--- src/rtl/wseq_pkg.sv ---
package wseq_pkg;

  typedef enum logic [3:0] {
    ST_IDLE, ST_S0, ST_S1, ST_S2, ST_S3, ST_S4,
    ST_W1, ST_W2,
    ST_A5, ST_A6, ST_A7,
    ST_E5, ST_E6, ST_E7, ST_E8
  } wseq_state_e;

  typedef struct packed {
    logic as_n;
    logic rw_n;
    logic ds_n;
    logic uds_n;
    logic lds_n;
    logic oe;
  } bus_drive_t;

endpackage

--- src/rtl/wseq_sync.sv ---
module wseq_sync #(
  parameter int WIDTH  = 2,
  parameter int STAGES = 2
) (
  input  logic             clk,
  input  logic             rst_n,
  input  logic [WIDTH-1:0] din,
  output logic [WIDTH-1:0] dout
);
  logic [STAGES-1:0][WIDTH-1:0] q;

  always_ff @(posedge clk or negedge rst_n) begin
    if (!rst_n) q[0] <= '1;
    else        q[0] <= din;
  end

  for (genvar i = 1; i < STAGES; i++) begin : g_stage
    always_ff @(posedge clk or negedge rst_n) begin
      if (!rst_n) q[i] <= '1;
      else        q[i] <= q[i-1];
    end


    sync_shift_chk: assert property (@(posedge clk) disable iff (!rst_n)
      q[i] == $past(q[i-1]));
  end

  assign dout = q[STAGES-1];
endmodule

--- src/rtl/wseq_fsm.sv ---
module wseq_fsm
  import wseq_pkg::*;
(
  input  logic        clk,
  input  logic        rst_n,
  input  logic        start,
  input  logic        ack_seen,
  input  logic        berr_seen,
  output wseq_state_e state,
  output logic        done,
  output logic        err
);
  wseq_state_e nxt;

  always_comb begin
    nxt = state;
    unique case (state)
      ST_IDLE: if (start) nxt = ST_S0;
      ST_S0:   nxt = ST_S1;
      ST_S1:   nxt = ST_S2;
      ST_S2:   nxt = ST_S3;
      ST_S3:   nxt = ST_S4;
      ST_S4, ST_W2: begin
        if (ack_seen)       nxt = ST_A5;
        else if (berr_seen) nxt = ST_E5;
        else                nxt = ST_W1;
      end
      ST_W1:   nxt = ST_W2;
      ST_A5:   nxt = ST_A6;
      ST_A6:   nxt = ST_A7;
      ST_A7:   nxt = ST_IDLE;
      ST_E5:   nxt = ST_E6;
      ST_E6:   nxt = ST_E7;
      ST_E7:   nxt = ST_E8;
      ST_E8:   nxt = ST_IDLE;
      default: nxt = ST_IDLE;
    endcase
  end

  always_ff @(posedge clk or negedge rst_n) begin
    if (!rst_n) begin
      state <= ST_IDLE;
      done  <= 1'b0;
      err   <= 1'b0;
    end else begin
      state <= nxt;
      done  <= (state == ST_A7) || (state == ST_E8);
      err   <= (state == ST_E8);
    end
  end


  wait_insert_chk: assert property (@(posedge clk) disable iff (!rst_n)
    ((state == ST_S4 || state == ST_W2) && !ack_seen && !berr_seen) |=> state == ST_W1);


  ack_end_chk: assert property (@(posedge clk) disable iff (!rst_n)
    (done && !err) |-> $past(state) == ST_A7);


  err_end_chk: assert property (@(posedge clk) disable iff (!rst_n)
    err |-> (done && $past(state) == ST_E8));
endmodule

--- src/rtl/wseq_drive.sv ---
module wseq_drive
  import wseq_pkg::*;
(
  input  wseq_state_e state,
  input  logic [1:0]  sel,
  output bus_drive_t  drv
);
  always_comb begin
    drv = '{as_n: 1'b1, rw_n: 1'b1, ds_n: 1'b1, uds_n: 1'b1, lds_n: 1'b1, oe: 1'b0};
    unique case (state)
      ST_S2: begin
        drv.as_n = 1'b0;
        drv.rw_n = 1'b0;
      end
      ST_S3: begin
        drv.as_n = 1'b0;
        drv.rw_n = 1'b0;
        drv.oe   = 1'b1;
      end
      ST_S4, ST_W1, ST_W2, ST_A5, ST_A6, ST_E5, ST_E6, ST_E7, ST_E8: begin
        drv.as_n  = 1'b0;
        drv.rw_n  = 1'b0;
        drv.oe    = 1'b1;
        drv.ds_n  = 1'b0;
        drv.uds_n = ~sel[1];
        drv.lds_n = ~sel[0];
      end
      ST_A7: begin
        drv.rw_n = 1'b0;
        drv.oe   = 1'b1;
      end
      default: ;
    endcase
  end
endmodule

--- src/rtl/wr_seq_ctrl.sv ---
module wr_seq_ctrl
  import wseq_pkg::*;
#(
  parameter int ADDR_W      = 24,
  parameter int DATA_W      = 16,
  parameter int SYNC_STAGES = 2
) (
  input  logic              clk,
  input  logic              rst_n,
  input  logic              req_valid,
  output logic              req_ready,
  input  logic [ADDR_W-1:0] req_addr,
  input  logic [DATA_W-1:0] req_data,
  input  logic [1:0]        req_sel,
  output logic              busy,
  output logic              done,
  output logic              err,
  output logic [ADDR_W-1:0] bus_addr,
  output logic [DATA_W-1:0] bus_data,
  output logic              bus_data_oe,
  output logic              as_n,
  output logic              rw_n,
  output logic              ext_rw_n,
  output logic              ds_n,
  output logic              uds_n,
  output logic              lds_n,
  input  logic              ack_n,
  input  logic              berr_n
);
  localparam int TERM_W = 2;

  wseq_state_e       state;
  bus_drive_t        drv;
  logic [TERM_W-1:0] term_s;
  logic [ADDR_W-1:0] addr_q;
  logic [DATA_W-1:0] data_q;
  logic [1:0]        sel_q;
  logic              take;

  assign busy      = (state != ST_IDLE);
  assign req_ready = !busy;
  assign take      = req_valid && req_ready;

  always_ff @(posedge clk or negedge rst_n) begin
    if (!rst_n) begin
      addr_q <= '0;
      data_q <= '0;
      sel_q  <= '0;
    end else if (take) begin
      addr_q <= req_addr;
      data_q <= req_data;
      sel_q  <= req_sel;
    end
  end

  wseq_sync #(.WIDTH(TERM_W), .STAGES(SYNC_STAGES)) u_sync (
    .clk  (clk),
    .rst_n(rst_n),
    .din  ({berr_n, ack_n}),
    .dout (term_s)
  );

  wseq_fsm u_fsm (
    .clk      (clk),
    .rst_n    (rst_n),
    .start    (take),
    .ack_seen (!term_s[0]),
    .berr_seen(!term_s[1]),
    .state    (state),
    .done     (done),
    .err      (err)
  );

  wseq_drive u_drive (
    .state(state),
    .sel  (sel_q),
    .drv  (drv)
  );

  assign bus_addr    = addr_q;
  assign bus_data    = data_q;
  assign bus_data_oe = drv.oe;
  assign as_n        = drv.as_n;
  assign rw_n        = drv.rw_n;
  assign ext_rw_n    = drv.rw_n;
  assign ds_n        = drv.ds_n;
  assign uds_n       = drv.uds_n;
  assign lds_n       = drv.lds_n;


  hold_fields_chk: assert property (@(posedge clk) disable iff (!rst_n)
    (busy && $past(busy)) |-> ($stable(bus_addr) && $stable(bus_data)));


  strobe_is_write_chk: assert property (@(posedge clk) disable iff (!rst_n)
    !as_n |-> !rw_n);


  ds_inside_as_chk: assert property (@(posedge clk) disable iff (!rst_n)
    !ds_n |-> (!as_n && bus_data_oe));


  no_take_busy_chk: assert property (@(posedge clk) disable iff (!rst_n)
    ($past(busy) && busy) |-> $stable(state) || state != ST_S0);
endmodule

--- config.mk ---
export PLATFORM = sky130hd
export DESIGN_NAME = wr_seq_ctrl
export DESIGN_NICKNAME = d
export VERILOG_FILES = /design/src/rtl/wseq_pkg.sv /design/src/rtl/wseq_sync.sv /design/src/rtl/wseq_fsm.sv /design/src/rtl/wseq_drive.sv /design/src/rtl/wr_seq_ctrl.sv
export SDC_FILE = /design/constraint.sdc
export NUM_CORES = 1
export LEC_CHECK = 0
export BUFFER_PORTS_ARGS = -buffer_cell sky130_fd_sc_hd__buf_2
export CAP_MARGIN = 20
export CORE_MARGIN = 2
export CORE_UTILIZATION = 40
export CTS_BUF_LIST = sky130_fd_sc_hd__clkbuf_16
export CTS_CLUSTER_SIZE = 10
export DETAILED_ROUTE_END_ITERATION = 6
export GPL_TIMING_DRIVEN = 1
export HOLD_SLACK_MARGIN = 0.12
export PLACE_DENSITY_LB_ADDON = 0.2
export SETUP_SLACK_MARGIN = 0.15
export SYNTH_ARGS = -nofsm -noshare
export SYNTH_HDL_FRONTEND = slang
export SYNTH_SLANG_ARGS = --single-unit
--- constraint.sdc ---
create_clock -name clk -period 2.2 [get_ports clk]
set_clock_uncertainty 0.1 [all_clocks]
set_input_delay 0.33 -clock clk [delete_from_list [all_inputs] [get_ports clk]]
set_output_delay 0.33 -clock clk [all_outputs]
set_load 0.05 [all_outputs]
==> flow_summary_export.csv, run 1 <==
group,metric,value,unit
place,routabilityCongestion,0.772,
worst_setup_path,required,1.77,ns
sta,maxSlewViolCount,0,
sta,period_share,90.0,%
worst_setup_path,cp_slowest_cell,"dfrtp_2",
cts,clkLatencyLatePin,0.28,ns
cts,clk_pin_slew_worst_paths,0.06,ns
cts,clock_path_buffers,2,
worst_setup_path,path_max_fanout,5,
sta,grt_setup_unrepaired,"no",
die,num_io_pins,98,
yosys,syn_nets,187,
grt,grt_pass1_wl,6.85,mm
cells_and_area,register_area,1310,sq um
die,initial_core_util,41.1,%
sta,fmax,0.505,GHz
place,pre_cts_slack,0.320,ns
die,fp.dieW,78.7,microns
yosys,ys_ff_latch,52,
grt,grt_use_total,14.3,%
sta,fin_crit,1.98,ns
cts,tritoncts,"done",
sta,worst_pin_slew,0.527,ns
place,port_buffers,97,
cts,cts-root-buf,"clkbuf_16",
cells_and_area,multi_input_area,853,sq um
worst_setup_path,slowest_delay,0.44,ns
sta,finalWorstSetupSlack,0.221,ns
detailed_routing,drc,0,
min_path,min_path_type,"in -> reg",
yosys,synth_area,2230,sq um
detailed_routing,met2_wirelength,2.13,mm
die,die_area,6200,sq um
sta,setup_tns,0,ns
cts,cts.sinks,52,
job,drv_cap,0,
yosys,synth_area_per_cell,16.0,sq um
die,rows,27,
status,status,"complete, no violations",
grt,grt_pass1_vias,1412,
detailed_routing,drt_iter0_markers,56,
cells_and_area,drive_gt1_share,66.3,%
detailed_routing,vias_per_cell,4.48,
grt,gr-total-overflow,0,
cells_and_area,area_growth,34.1,%
die,coreArea,5440,sq um
detailed_routing,first_pass_iters,4,
worst_setup_path,critPathArrivalTime,1.55,ns
die,die_height,78.7,microns
detailed_routing,maxUsedRoutingLayer,"met4",
detailed_routing,final_antenna_net_count,0,
cells_and_area,final_nets,295,
worst_setup_path,critical_path.endpoint_type,"output pin",
detailed_routing,vias,1439,
sta,hold_violations,0,
grt,antenna_found_initial,0,
sta,setup_violations,0,
detailed_routing,met3_length,199,microns
yosys,synth_cell_types,31,
sta,slew_headroom,64.8,%
yosys,ys.warnings.count,0,
worst_setup_path,critical_path_class,"reg -> out",
worst_setup_path,startpoint_type,"register",
cells_and_area,antenna_cells,0,
worst_setup_path,path_cells,"or2_2, a21o_1, nand3_1, buf_4",
detailed_routing,drt_wl_total,4.23,mm
detailed_routing,wl_per_cell,13.2,microns
place,hpwlAfterDp,3.09,mm
cts,cts_buffers,5,
cts,cts_max_level,2,
yosys,synthCells,140,
cells_and_area,n_fill_cell,474,
detailed_routing,wl_met1,1.89,mm
grt,grt_start_max_net_pins,31,
yosys,seq_area_frac_synth,58.5,%
synth_stat cells, drive strengths merged:
| library cell | number | area [sq um] |
|---|---|---|
| dfrtp | 48 | 1200 |
| mux2 | 42 | 623 |
| buf | 6 | 63.8 |
| nand2 | 6 | 25.0 |
| dfstp | 4 | 105 |
| clkbuf | 3 | 11.3 |
| nand2b | 3 | 18.8 |
| nand3 | 3 | 15.0 |
| o21ai | 3 | 15.0 |
| inv | 2 | 7.51 |
| nor2 | 2 | 7.51 |
| nor2b | 2 | 12.5 |
| nor4 | 2 | 27.5 |
| a21boi | 1 | 7.51 |
| a21o | 1 | 7.51 |
| a221oi | 1 | 8.76 |
| a22o | 1 | 8.76 |
| and2 | 1 | 6.26 |
| and3 | 1 | 6.26 |
| nand3b | 1 | 7.51 |
| nand4 | 1 | 6.26 |
| nor3 | 1 | 5.00 |
| nor3b | 1 | 7.51 |
| o221ai | 1 | 8.76 |
| o22ai | 1 | 6.26 |
| o31ai | 1 | 7.51 |
| or2 | 1 | 6.26 |
final cells by class:
class	count	share of cell area (%)
sequential	52	43.7
multi-input combinational	77	28.5
clock inverter	3	0.376
inverter	2	0.251
clock buffer	5	4.18
timing repair buffer	110	20.0
tap	72	3.01
worst paths after layout:
path | start | end | slack [ns] | cells past startpoint
min reg2reg | u_sync.q[0] | u_sync.dout[0] | 0.26 | 0
max reg2reg | u_fsm.state[2] | sel_q[1] | 0.40 | 4
max in group asynchronous | rst_n | u_sync.dout[1] | 1.19 | 3
max | u_fsm.state[1] | lds_n | 0.22 | 4
min | req_addr[16] | bus_addr[16] | 0.17 | 2
min in group asynchronous | rst_n | bus_addr[9] | 0.28 | 2
sequential cells by signal, indices dropped and copies added, names as in the netlist:
name,cells
u_sync.dout,2
bus_addr,24
u_fsm.done,1
sel_q,2
u_sync.q,2
bus_data,16
u_fsm.state,4
u_fsm.err,1
cells in the final DEF, fill, tap and decap left out, drive strengths merged:
cell         Yosys  layout
dfrtp           48      48
and2             1       1
a221oi           1       1
dlygate4sd3      0       3
nand4            1       1
nand3            3       3
nand2            6       6
nor3             1       1
a22o             1       1
a21boi           1       1
nor2b            2       2
inv              2       3
mux2            42      42
o31ai            1       1
buf              6     107
o21ai            3       3
nand2b           3       3
o22ai            1       1
nor3b            1       1
nand3b           1       1
and3             1       1
o221ai           1       1
a21o             1       1
clkbuf           3       5
nor2             2       2
nor4             2       2
dfstp            4       4
clkinv           0       2
or2              1       1
critical path, delay by kind of cell (launching register included):
family	cells	cell delay [ns]
simple gates	2	0.41
flops	1	0.44
compound gates	1	0.22
buf+inv	1	0.19
per-layer routing:
metal,global-route usage (%),up-vias
met2,22.4,46
met3,3.75,2
met1,19.7,687
met4,4.21,0
met5,0,-
li1,-,704
stage by stage:
stage | utilization [%] | hold WS [ns] | instance area (sq um) | cells
after detailed placement | 51.2 | 0.0223 | 2780 | 306
after CTS | 54.4 | 0.164 | 2960 | 317
after global placement | 51.2 | 0.0198 | 2780 | 306
after global routing | 55.0 | 0.168 | 2990 | 321
after floorplan | - | -0.0656 | 2240 | 140
final | 55.0 | 0.174 | 2990 | 321
cell families after synthesis:
group	count (synthesis)	share of synthesized area, %
flip-flops	52	58.5
AO/OA/AOI/OAI	10	3.14
multiplexers	42	27.9
AND/OR/NAND/NOR	25	6.78
buffers and inverters	11	3.70
repair_timing:
item	4_1_cts	5_1_grt
setup buffers	0	4
cloned	0	0
resized for setup	6	1
setup endpoints to repair	4	4
hold buffers	3	0
hold endpoints to repair	50	0
pin swaps	0	0
Power of run 1 is left out: the tool's default activity adds up to more than one toggle a clock period on the data nets, which glitch-free logic cannot reach.
==> run 2: changes to the inputs <==
Settings changed: PLACE_DENSITY set to 0.69, PLACE_DENSITY_LB_ADDON 0.2 to unset, SYNTH_HIERARCHICAL set to 1.
==> run 2 against run 1 <==
Net effect:
- register-to-register slack is essentially flat
- area after synthesis is 4.9% higher
- hold slack lost 0.0071 ns
- utilization is 1.1 points higher
- cell count increased by 1.6%
- count of clock-buffer cells in the layout unchanged
- setup slack gained 0.037 ns
- final area is 4.6% higher
==> flow_summary_export.csv, run 2 <==
group,metric,value,unit
die,num_io_pins,98,
sta,setup_violations,0,
place,routabilityCongestion,0.661,
yosys,seq_area_frac_synth,55.7,%
die,die_area,6490,sq um
grt,grt_pass1_vias,1473,
yosys,synthCells,146,
min_path,worstHoldStart,"req_data[15]",
worst_setup_path,path_max_fanout,15,
job,drv_cap,0,
grt,grt_start_max_net_pins,44,
detailed_routing,final_antenna_net_count,0,
grt,gr-total-overflow,0,
min_path,hold_end,"bus_data[15]",
yosys,yosys-top-cells-count,"dfrtp_1, mux2_4, buf_6",
detailed_routing,wl_per_cell,13.4,microns
yosys,synthArstFlopShare,100,%
status,status,"complete, no violations",
yosys,yosys_most_used_dff,"dfrtp_1",
sta,maxSlewViolCount,0,
place,port_buffers,97,
worst_setup_path,worstReg2RegEnd,"bus_addr[18]",
place,pre_cts_slack,0.327,ns
die,coreArea,5570,sq um
worst_setup_path,critical_path.endpoint_type,"output pin",
cts,cts-root-buf,"clkbuf_16",
cells_and_area,final_nets,300,
cts,cts.sinks,52,
die,die_height,80.5,microns
detailed_routing,vias,1518,
yosys,synth_area_per_cell,16.1,sq um
worst_setup_path,r2r_cells,4,
grt,grt_pass1_wl,7.13,mm
yosys,synth_area,2340,sq um
sta,hold_violations,0,
min_path,min_path_cells,2,
die,rows,27,
cells_and_area,n_fill_cell,492,
yosys,ys.warnings.count,6,
sta,finalWorstSetupSlack,0.258,ns
place,hpwlAfterDp,2.95,mm
grt,antenna_found_initial,0,
sta,grt_setup_unrepaired,"no",
yosys,synth.top_cell.area_share,51.3,%
worst_setup_path,startpoint_type,"register",
cts,cts_buffers,5,
yosys,synth_cell_types,31,
detailed_routing,vias_per_cell,4.66,
worst_setup_path,cp_slowest_cell,"dfrtp_2",
cts,cts_max_level,2,
cts,clkLatencyLatePin,0.29,ns
yosys,synth_most_common_cell,"dfrtp_1",
worst_setup_path,slowest_delay,0.51,ns
cells_and_area,antenna_cells,0,
worst_setup_path,r2r_slack,0.41,ns
cells_and_area,drive_gt1_share,68.5,%
die,fp.dieW,80.5,microns
yosys,synthTopCellsByArea,"dfrtp_1, mux2_4, dfstp_2, buf_6, a221oi_2",
cts,clock_path_buffers,2,
yosys,synth_largest_area_cell,"dfrtp_1",
yosys,syn_nets,193,
cells_and_area,largest_register_ffs,24,
worst_setup_path,rr_startpoint,"u_fsm/state[1]",
detailed_routing,first_pass_iters,4,
worst_setup_path,critPathArrivalTime,1.51,ns
sta,setup_tns,0,ns
cts,tritoncts,"done",
cells_and_area,final_cell_mix,"buf_2, dfrtp_1, mux2_4",
detailed_routing,drt_iter0_markers,43,
worst_setup_path,path_cells,"nor4_4, buf_2",
worst_setup_path,required,1.77,ns
detailed_routing,drt_wl_total,4.35,mm
detailed_routing,drc,0,
grt,grt_use_total,14.4,%
cells_and_area,final_common_cell,"buf_2",
min_path,min_path_type,"in -> reg",
sta,fmax,0.515,GHz
sta,slew_headroom,59.5,%
sta,fin_crit,1.94,ns
worst_setup_path,critical_path_class,"reg -> out",
cells_and_area,area_growth,33.6,%
cts,clk_pin_slew_worst_paths,0.07,ns
sta,worst_pin_slew,0.607,ns
sta,period_share,88.3,%
yosys,ys_ff_latch,52,
die,initial_core_util,42.0,%
yosys,synth_edf_count,0,
## run 2: changes by cell type after synthesis, moves of 2 or more
cell	delta
a221oi_2	+3
and4b_1	+3
nand3_1	-3
clkbuf_1	-3
inv_1	+2
and2_2	+2
nand2b_1	-3
buf_4	+2
o21ai_0	+2
nand2_1	-2
## run 2: timing repair
action	CTS	global route
hold buffers	3	0
setup endpoints to repair	5	3
gates resized for setup	2	4
pin swaps	0	0
buffers inserted	0	6
endpoints found under the hold margin	24	0
## run 2: worst max-delay path by stage
stage	end	depth (start not counted)	start
detailed placement	lds_n	3	u_fsm/state[2]
global route	uds_n	3	u_fsm/state[1]
floorplan	busy	2	u_fsm/state[1]
finish	req_ready	2	u_fsm/state[1]
CTS	lds_n	3	u_fsm/state[3]
global placement	lds_n	3	u_fsm/state[2]
## run 2: critical path, delay by kind of cell, from the launching register on
| kind | cells | cell delay (ns) |
|---|---|---|
| DFF | 1 | 0.51 |
| and+or+nand+nor | 1 | 0.39 |
| buffers and inverters | 1 | 0.33 |
## run 2: final cells by class
type | count | area [sq um] | share of cell area, %
multi-input cells | 81 | 932 | 29.8
well taps | 72 | 90.1 | 2.88
clock buffers | 5 | 125 | 4.00
inverters | 4 | 15.0 | 0.479
flip-flops and latches | 52 | 1310 | 41.9
clock inverters | 3 | 42.5 | 1.36
repair buffers | 109 | 616 | 19.7
## run 2: layer usage
layer,vias to the layer above,global-route usage (%),wire length [microns]
met5,-,0,0
met4,0,5.76,82
met3,6,3.48,283
met2,60,21.8,1980
met1,723,19.7,2000
li1,729,-,-
## run 2: kinds of logic after synthesis
group	after synthesis	synth area share [%]
flip-flops	52	55.7
AO/OA/AOI/OAI	14	5.18
XOR/XNOR	1	0.374
AND/OR/NAND/NOR	23	7.37
buffers and inverters	13	4.48
multiplexers	43	26.9
## run 2: per-stage QoR
step	std cells	util (%)	hold WS (ns)	area (sq um)
final	326	56.2	0.166	3130
after global routing	326	56.2	0.156	3130
after CTS	320	55.0	0.163	3070
after detailed placement	309	51.4	0.247	2870
after global placement	309	51.4	0.246	2870
after floorplan	146	-	-0.0656	2350
Power of run 2 is left out for the same reason.
